[config.mk]
export PLATFORM = sky130hd
export DESIGN_NAME = eoi_pend_tracker
export DESIGN_NICKNAME = d
export VERILOG_FILES = /design/src/rtl/eoi_trk_pkg.sv /design/src/rtl/eoi_trk_decide.sv /design/src/rtl/eoi_trk_fsm.sv /design/src/rtl/eoi_trk_store.sv /design/src/rtl/eoi_pend_tracker.sv
export SDC_FILE = /design/constraint.sdc
export NUM_CORES = 1
export LEC_CHECK = 0
export BUFFER_PORTS_ARGS = -buffer_cell sky130_fd_sc_hd__buf_4
export CAP_MARGIN = 20
export CELL_PAD_IN_SITES_DETAIL_PLACEMENT = 0
export CELL_PAD_IN_SITES_GLOBAL_PLACEMENT = 1
export CORE_UTILIZATION = 43
export DETAILED_ROUTE_END_ITERATION = 6
export PLACE_DENSITY = 0.92
export SLEW_MARGIN = 30
export SYNTH_ARGS = -nofsm -noshare
export SYNTH_HDL_FRONTEND = slang
export SYNTH_SLANG_ARGS = --single-unit
[constraint.sdc]
create_clock -name clk -period 8.35 [get_ports clk]
set_clock_uncertainty 0.2 [all_clocks]
set_input_delay 0.4175 -clock clk [delete_from_list [all_inputs] [get_ports clk]]
set_output_delay 0.4175 -clock clk [all_outputs]
set_load 0.05 [all_outputs]
[src/rtl/eoi_trk_pkg.sv]
package eoi_trk_pkg;

    // Controller states
    typedef enum logic [1:0] {
        TS_IDLE = 2'd0,
        TS_WAIT = 2'd1,
        TS_WIPE = 2'd2,
        TS_SCAN = 2'd3
    } trk_state_e;

    // Operation applied to the bitmap and counter this cycle
    typedef enum logic [2:0] {
        MO_HOLD = 3'd0,
        MO_LOAD = 3'd1,
        MO_WIPE = 3'd2,
        MO_SET  = 3'd3,
        MO_CLR  = 3'd4
    } map_op_e;

endpackage

[src/rtl/eoi_trk_decide.sv]
module eoi_trk_decide
    import eoi_trk_pkg::*;
#(
    parameter int unsigned NDEST = 8,
    parameter int unsigned CW    = 4,
    parameter int unsigned IW    = 3
) (
    input  trk_state_e       st,
    input  logic [IW-1:0]    scan_idx,
    input  logic             line_req,
    input  logic             rebuild,
    input  logic             eoi_valid,
    input  logic [IW-1:0]    eoi_dest,
    input  logic             restore_one,
    input  logic [IW-1:0]    restore_dest,
    input  logic             dlv_done,
    input  logic [NDEST-1:0] live,
    input  logic [NDEST-1:0] match,
    input  logic [NDEST-1:0] map,
    input  logic [CW-1:0]    cnt,
    output map_op_e          op,
    output logic [IW-1:0]    op_idx,
    output logic             go_wipe,
    output logic             issue
);

    localparam logic [IW:0] NLIM = (IW+1)'(NDEST);

    logic eoi_in_rng;
    logic eoi_hit;
    logic rs_in_rng;
    logic rs_differs;
    logic cnt_zero;

    always_comb begin
        eoi_in_rng = ({1'b0, eoi_dest} < NLIM);
        eoi_hit    = eoi_valid && eoi_in_rng && map[eoi_dest];
        rs_in_rng  = ({1'b0, restore_dest} < NLIM);
        rs_differs = restore_one && rs_in_rng && match[restore_dest]
                     && (live[restore_dest] != map[restore_dest]);
        cnt_zero   = (cnt == '0);
    end

    always_comb begin
        op      = MO_HOLD;
        op_idx  = '0;
        go_wipe = 1'b0;
        issue   = 1'b0;
        unique case (st)
            TS_IDLE: begin
                if (rebuild) begin
                    go_wipe = 1'b1;
                end else if (eoi_valid) begin
                    // an EOI blocks any restore in the same cycle
                    if (eoi_hit) begin
                        if (cnt_zero) begin
                            go_wipe = 1'b1;
                        end else begin
                            op     = MO_CLR;
                            op_idx = eoi_dest;
                        end
                    end
                end else if (rs_differs) begin
                    if (live[restore_dest]) begin
                        op     = MO_SET;
                        op_idx = restore_dest;
                    end else if (cnt_zero) begin
                        go_wipe = 1'b1;
                    end else begin
                        op     = MO_CLR;
                        op_idx = restore_dest;
                    end
                end
                if (!go_wipe && line_req && cnt_zero && !eoi_valid && !restore_one) begin
                    issue = 1'b1;
                end
            end
            TS_WAIT: begin
                if (dlv_done) begin
                    op = MO_LOAD;
                end
            end
            TS_WIPE: begin
                op = MO_WIPE;
            end
            TS_SCAN: begin
                // the bitmap is all zero after the wipe, so only sets occur
                if (match[scan_idx] && live[scan_idx] && !map[scan_idx]) begin
                    op     = MO_SET;
                    op_idx = scan_idx;
                end
            end
            default: begin
                op = MO_HOLD;
            end
        endcase
    end

endmodule

[src/rtl/eoi_trk_fsm.sv]
module eoi_trk_fsm
    import eoi_trk_pkg::*;
#(
    parameter int unsigned NDEST = 8,
    parameter int unsigned IW    = 3
) (
    input  logic          clk,
    input  logic          rst_n,
    input  logic          go_wipe,
    input  logic          issue,
    input  logic          dlv_done,
    output trk_state_e    st,
    output logic [IW-1:0] scan_idx,
    output logic          busy
);

    localparam logic [IW-1:0] LAST_IDX = IW'(NDEST - 1);

    trk_state_e    st_q, st_d;
    logic [IW-1:0] idx_q, idx_d;

    // state register
    always_ff @(posedge clk or negedge rst_n) begin
        if (!rst_n) begin
            st_q  <= TS_IDLE;
            idx_q <= '0;
        end else begin
            st_q  <= st_d;
            idx_q <= idx_d;
        end
    end

    // next state
    always_comb begin
        st_d  = st_q;
        idx_d = idx_q;
        unique case (st_q)
            TS_IDLE: begin
                if (go_wipe) begin
                    st_d = TS_WIPE;
                end else if (issue) begin
                    st_d = TS_WAIT;
                end
            end
            TS_WAIT: begin
                if (dlv_done) begin
                    st_d = TS_IDLE;
                end
            end
            TS_WIPE: begin
                st_d  = TS_SCAN;
                idx_d = '0;
            end
            TS_SCAN: begin
                if (idx_q == LAST_IDX) begin
                    st_d  = TS_IDLE;
                    idx_d = '0;
                end else begin
                    idx_d = idx_q + IW'(1);
                end
            end
            default: begin
                st_d = TS_IDLE;
            end
        endcase
    end

    // outputs
    always_comb begin
        st       = st_q;
        scan_idx = idx_q;
        unique case (st_q)
            TS_WIPE, TS_SCAN: busy = 1'b1;
            default:          busy = 1'b0;
        endcase
    end

endmodule

[src/rtl/eoi_trk_store.sv]
module eoi_trk_store
    import eoi_trk_pkg::*;
#(
    parameter int unsigned NDEST = 8,
    parameter int unsigned CW    = 4,
    parameter int unsigned IW    = 3
) (
    input  logic             clk,
    input  logic             rst_n,
    input  map_op_e          op,
    input  logic [IW-1:0]    op_idx,
    input  logic [NDEST-1:0] dlv_mask,
    input  logic [CW-1:0]    dlv_cnt,
    input  logic             dlv_fail,
    output logic [NDEST-1:0] map,
    output logic [CW-1:0]    cnt
);

    logic [NDEST-1:0] map_q;
    logic [CW-1:0]    cnt_q;

    for (genvar b = 0; b < NDEST; b++) begin : g_bit
        logic sel;
        assign sel = (op_idx == IW'(b));
        always_ff @(posedge clk or negedge rst_n) begin
            if (!rst_n) begin
                map_q[b] <= 1'b0;
            end else begin
                unique case (op)
                    MO_LOAD: map_q[b] <= dlv_mask[b];
                    MO_WIPE: map_q[b] <= 1'b0;
                    MO_SET:  if (sel) map_q[b] <= 1'b1;
                    MO_CLR:  if (sel) map_q[b] <= 1'b0;
                    default: map_q[b] <= map_q[b];
                endcase
            end
        end
    end

    always_ff @(posedge clk or negedge rst_n) begin
        if (!rst_n) begin
            cnt_q <= '0;
        end else begin
            unique case (op)
                MO_LOAD: cnt_q <= dlv_fail ? '0 : dlv_cnt;
                MO_WIPE: cnt_q <= '0;
                MO_SET:  cnt_q <= cnt_q + CW'(1);
                MO_CLR:  cnt_q <= cnt_q - CW'(1);
                default: cnt_q <= cnt_q;
            endcase
        end
    end

    assign map = map_q;
    assign cnt = cnt_q;

endmodule

[src/rtl/eoi_pend_tracker.sv]
module eoi_pend_tracker
    import eoi_trk_pkg::*;
#(
    parameter  int unsigned NDEST = 8,
    localparam int unsigned CW    = $clog2(NDEST + 1),
    localparam int unsigned IW    = (NDEST > 1) ? $clog2(NDEST) : 1
) (
    input  logic             clk,
    input  logic             rst_n,
    input  logic             line_req_i,
    output logic             issue_o,
    output logic             coalesced_o,
    input  logic             dlv_done_i,
    input  logic             dlv_fail_i,
    input  logic [CW-1:0]    dlv_cnt_i,
    input  logic [NDEST-1:0] dlv_mask_i,
    input  logic             eoi_valid_i,
    input  logic [IW-1:0]    eoi_dest_i,
    input  logic             restore_one_i,
    input  logic [IW-1:0]    restore_dest_i,
    input  logic             rebuild_i,
    input  logic [NDEST-1:0] live_pend_i,
    input  logic [NDEST-1:0] dest_match_i,
    output logic             busy_o,
    output logic [NDEST-1:0] pend_map_o,
    output logic [CW-1:0]    pend_cnt_o
);

    trk_state_e       st_q;
    logic [IW-1:0]    scan_idx;
    map_op_e          op;
    logic [IW-1:0]    op_idx;
    logic             go_wipe;
    logic             issue;
    logic [NDEST-1:0] map;
    logic [CW-1:0]    cnt;

    eoi_trk_decide #(.NDEST(NDEST), .CW(CW), .IW(IW)) u_decide (
        .st          (st_q),
        .scan_idx    (scan_idx),
        .line_req    (line_req_i),
        .rebuild     (rebuild_i),
        .eoi_valid   (eoi_valid_i),
        .eoi_dest    (eoi_dest_i),
        .restore_one (restore_one_i),
        .restore_dest(restore_dest_i),
        .dlv_done    (dlv_done_i),
        .live        (live_pend_i),
        .match       (dest_match_i),
        .map         (map),
        .cnt         (cnt),
        .op          (op),
        .op_idx      (op_idx),
        .go_wipe     (go_wipe),
        .issue       (issue)
    );

    eoi_trk_fsm #(.NDEST(NDEST), .IW(IW)) u_fsm (
        .clk     (clk),
        .rst_n   (rst_n),
        .go_wipe (go_wipe),
        .issue   (issue),
        .dlv_done(dlv_done_i),
        .st      (st_q),
        .scan_idx(scan_idx),
        .busy    (busy_o)
    );

    eoi_trk_store #(.NDEST(NDEST), .CW(CW), .IW(IW)) u_store (
        .clk     (clk),
        .rst_n   (rst_n),
        .op      (op),
        .op_idx  (op_idx),
        .dlv_mask(dlv_mask_i),
        .dlv_cnt (dlv_cnt_i),
        .dlv_fail(dlv_fail_i),
        .map     (map),
        .cnt     (cnt)
    );

    assign issue_o     = issue;
    assign coalesced_o = line_req_i && !issue;
    assign pend_map_o  = map;
    assign pend_cnt_o  = cnt;

endmodule

==> flow_metrics.env <==
export IMPL_outcome="completed"
export IMPL_timing_rr_end="u_store.cnt[3]$_DFFE_PN0P_"
export IMPL_maxCapViolCount=0
export IMPL_pwr_share_clk_pct=7.9
export IMPL_power_uw=853
export IMPL_synth_yosys_seq_area_share_pct=21.1
export IMPL_worst_pin_slew_ns=0.826
export IMPL_vias=1917
export IMPL_clk_pin_slew_ns=0.08
export IMPL_crit_required_ns=8.30
export IMPL_rr_worst_depth=14
export IMPL_critPathLaunchType="register"
export IMPL_final_setup_tns_ns=0
export IMPL_antennaDiodeCount=0
export IMPL_ys_warn_count=0
export IMPL_fmaxAchievable_mhz=282
export IMPL_setup_viol=0
export IMPL_combPwrFrac_pct=70.3
export IMPL_irDropWorstVdd_uv=187
export IMPL_grtUsageTotal_pct=23.3
export IMPL_syn_area_per_cell_um2=9.82
export IMPL_leakagePower_nw=1.12
export IMPL_cp_slowest_stage_delay_ns=0.52
export IMPL_post_synth_num_cell_types=74
export IMPL_overflow=0
export IMPL_crit_path_cell_trace="inv_1 -> ha_1 -> nor3b_1 -> o21ai_0 -> nor2_1 -> a32oi_4 -> inv_4 -> ha_1 -> a21o_1 -> a21oi_1 -> xnor2_1 -> nand2_1 -> o21ai_0 -> a31oi_1"
export IMPL_wl_mm=5.56
export IMPL_io_buffers=56
export IMPL_ctsRootBufferMaster="clkbuf_8"
export IMPL_htreeDepth=1
export IMPL_p_int_uw=395
export IMPL_core_area_um2=4410
export IMPL_clock_latency_ns=0.27
export IMPL_dpl_hpwl_mm=4.36
export IMPL_ys_ff_latch=17
export IMPL_cp_arrival_ns=3.49
export IMPL_fin_cells=308
export IMPL_maxSlewViolCount=0
export IMPL_p_sw_uw=458
export IMPL_crit_path_top_delay_cell="nor3b_1"
export IMPL_boundaryPins=57
export IMPL_whs_path_depth=3
export IMPL_clock_path_buffers=2
export IMPL_start_util_pct=45.6
export IMPL_finalCriticalPeriod_ns=3.55
export IMPL_hold_start="dlv_cnt_i[2]"
export IMPL_slew_headroom_pct=44.5
export IMPL_r2r_slack_ns=4.80
export IMPL_numCtsBuffers=3
export IMPL_num_rows=24
export IMPL_final_cell_mix="buf_4, inv_1, dfrtp_1, nand2_1, a21oi_1"
export IMPL_fin_util_pct=56.3
export IMPL_synth_nets=256
export IMPL_synth_edff_count=0
export IMPL_dp_cells=303
export IMPL_timing_rr_start="u_fsm.st[0]$_DFFE_PN0P_"
export IMPL_finalHoldViolations=0
export IMPL_fin_crit_sh_pct=42.5
export IMPL_hold_slack_ns=0.214
export IMPL_drc=0
export IMPL_rsz0062_at_grt="no"
export IMPL_synth_flop_cell="dfrtp_1"
export IMPL_fp_dieW_um=70.4
export IMPL_holdCritPathClass="in2reg"
export IMPL_syn_inst=205
export IMPL_cts_setup_buffers=0
export IMPL_die_h_um=70.4
export IMPL_crit_fanout=11
export IMPL_grt_pass1_wl_mm=9.24
export IMPL_synth_async_reset_ratio_pct=100
export IMPL_antenna_found_initial=0
export IMPL_final_common_cell="buf_4"
export IMPL_finalNetCount=308
export IMPL_cts_tree="built"
export IMPL_clkSinkCount=17
export IMPL_ant_nets=0
export IMPL_dr_pass1_iters=4
export IMPL_drt_iter0_markers=126
export IMPL_viasPerCell=6.22
export IMPL_dieArea_um2=4960
export IMPL_holdPathEnd="u_store.cnt[2]$_DFFE_PN0P_"
export IMPL_worst_setup_path_type="reg2reg"
export IMPL_netSwitchingFraction_pct=53.7
export IMPL_power_per_cell_area_nw_per_um2=343
export IMPL_wl_per_cell_um=18.0
export IMPL_place_congestion=0.881
export IMPL_grt_pass1_vias=1927
export IMPL_area_growth_pct=23.4
export IMPL_syn_area_um2=2010
export IMPL_cp_end_kind="register"
export IMPL_drive_above_1_share_pct=34.8
export IMPL_grt_max_degree=18
export IMPL_pwr_share_seq_pct=21.7
cell families after synthesis:
family	share of synthesized area, %
buffers and inverters	7.15
AND/OR/NAND/NOR	18.9
XOR/XNOR	1.74
AO/OA/AOI/OAI	28.3
adder cells (fa/ha/maj)	5.97
multiplexers	16.8
flip-flops	21.1
synth_stat cells, types with 4 or more instances:
master	instances	area [um2]
inv_1	17	63.8
mux4_1	4	105
a21oi_1	10	50.1
a41oi_1	4	35.0
nor2_1	7	26.3
dfrtp_1	17	425
ha_1	8	100
mux2i_1	6	60.1
o21ai_0	8	40.0
mux4_2	4	90.1
nand2_1	14	52.6
mux2_2	4	45.0
critical path, delay by kind of cell (launching register included):
family / cells / cell delay [ns]
buffers and inverters: 2 / 0.29
AO/OA/AOI/OAI: 6 / 0.88
AND/OR/NAND/NOR: 3 / 0.84
flip-flops: 1 / 0.43
XOR/XNOR: 1 / 0.15
adder cells (fa/ha/maj): 2 / 0.63
registers in the layout, indices dropped and copies added, names as in the netlist:
register	count
u_store.map	8
u_store.cnt	4
u_fsm.scan_idx	3
u_fsm.st	2
area by class of cell:
class | count | area (um2)
Fill cell | 408 | 1930
Timing Repair Buffer | 57 | 430
Inverter | 18 | 70.1
Multi-Input combinational cell | 160 | 1440
Clock buffer | 3 | 41.3
Clock inverter | 1 | 7.51
Sequential cell | 17 | 425
Tap cell | 52 | 65.1
how the worst max path moves through the flow:
stage                            endpoint                     from  slack, ns
3_5_place_dp   u_store.cnt[3]$_DFFE_PN0P_  u_fsm.st[1]$_DFFE_PN0P_       4.84
2_1_floorplan                 coalesced_o        restore_dest_i[0]       4.87
5_1_grt        u_store.cnt[3]$_DFFE_PN0P_  u_fsm.st[1]$_DFFE_PN0P_       4.51
4_1_cts        u_store.cnt[3]$_DFFE_PN0P_  u_fsm.st[1]$_DFFE_PN0P_       4.83
6_report       u_store.cnt[3]$_DFFE_PN0P_  u_fsm.st[0]$_DFFE_PN0P_       4.80
3_3_place_gp   u_store.cnt[3]$_DFFE_PN0P_  u_fsm.st[1]$_DFFE_PN0P_       5.00
power by group through the flow:
stage	registers (mW)	logic, mW	clock network, mW
final	0.185	0.600	0.0678
after global routing	0.193	0.646	0.0719
after CTS	0.185	0.598	0.0701
after detailed placement	0.185	0.597	0
after global placement	0.186	0.591	0
after floorplan	0.262	0.372	0
stage by stage:
step	area, um2	worst slack (ns)
2_1_floorplan	2010	4.87
3_5_place_dp	2420	4.84
6_report	2480	4.80
4_1_cts	2480	4.83
5_1_grt	2480	4.51
3_3_place_gp	2420	5.00
repair_timing:
action / 4_1_cts / 5_1_grt
hold buffers: 1 / 0
endpoints found under the hold margin: 17 / 0
gates resized for setup: 0 / 0
layer usage:
metal | wire length (um) | part of all wire, % | GRT usage (%)
met2 | 2750 | 49 | 38.5
met1 | 2490 | 45 | 31.7
met5 | 0 | 0 | 0
met4 | 62 | 1.1 | 5.11
met3 | 252 | 4.5 | 4.18
No activity file was read; power rests on OpenSTA's default activity.
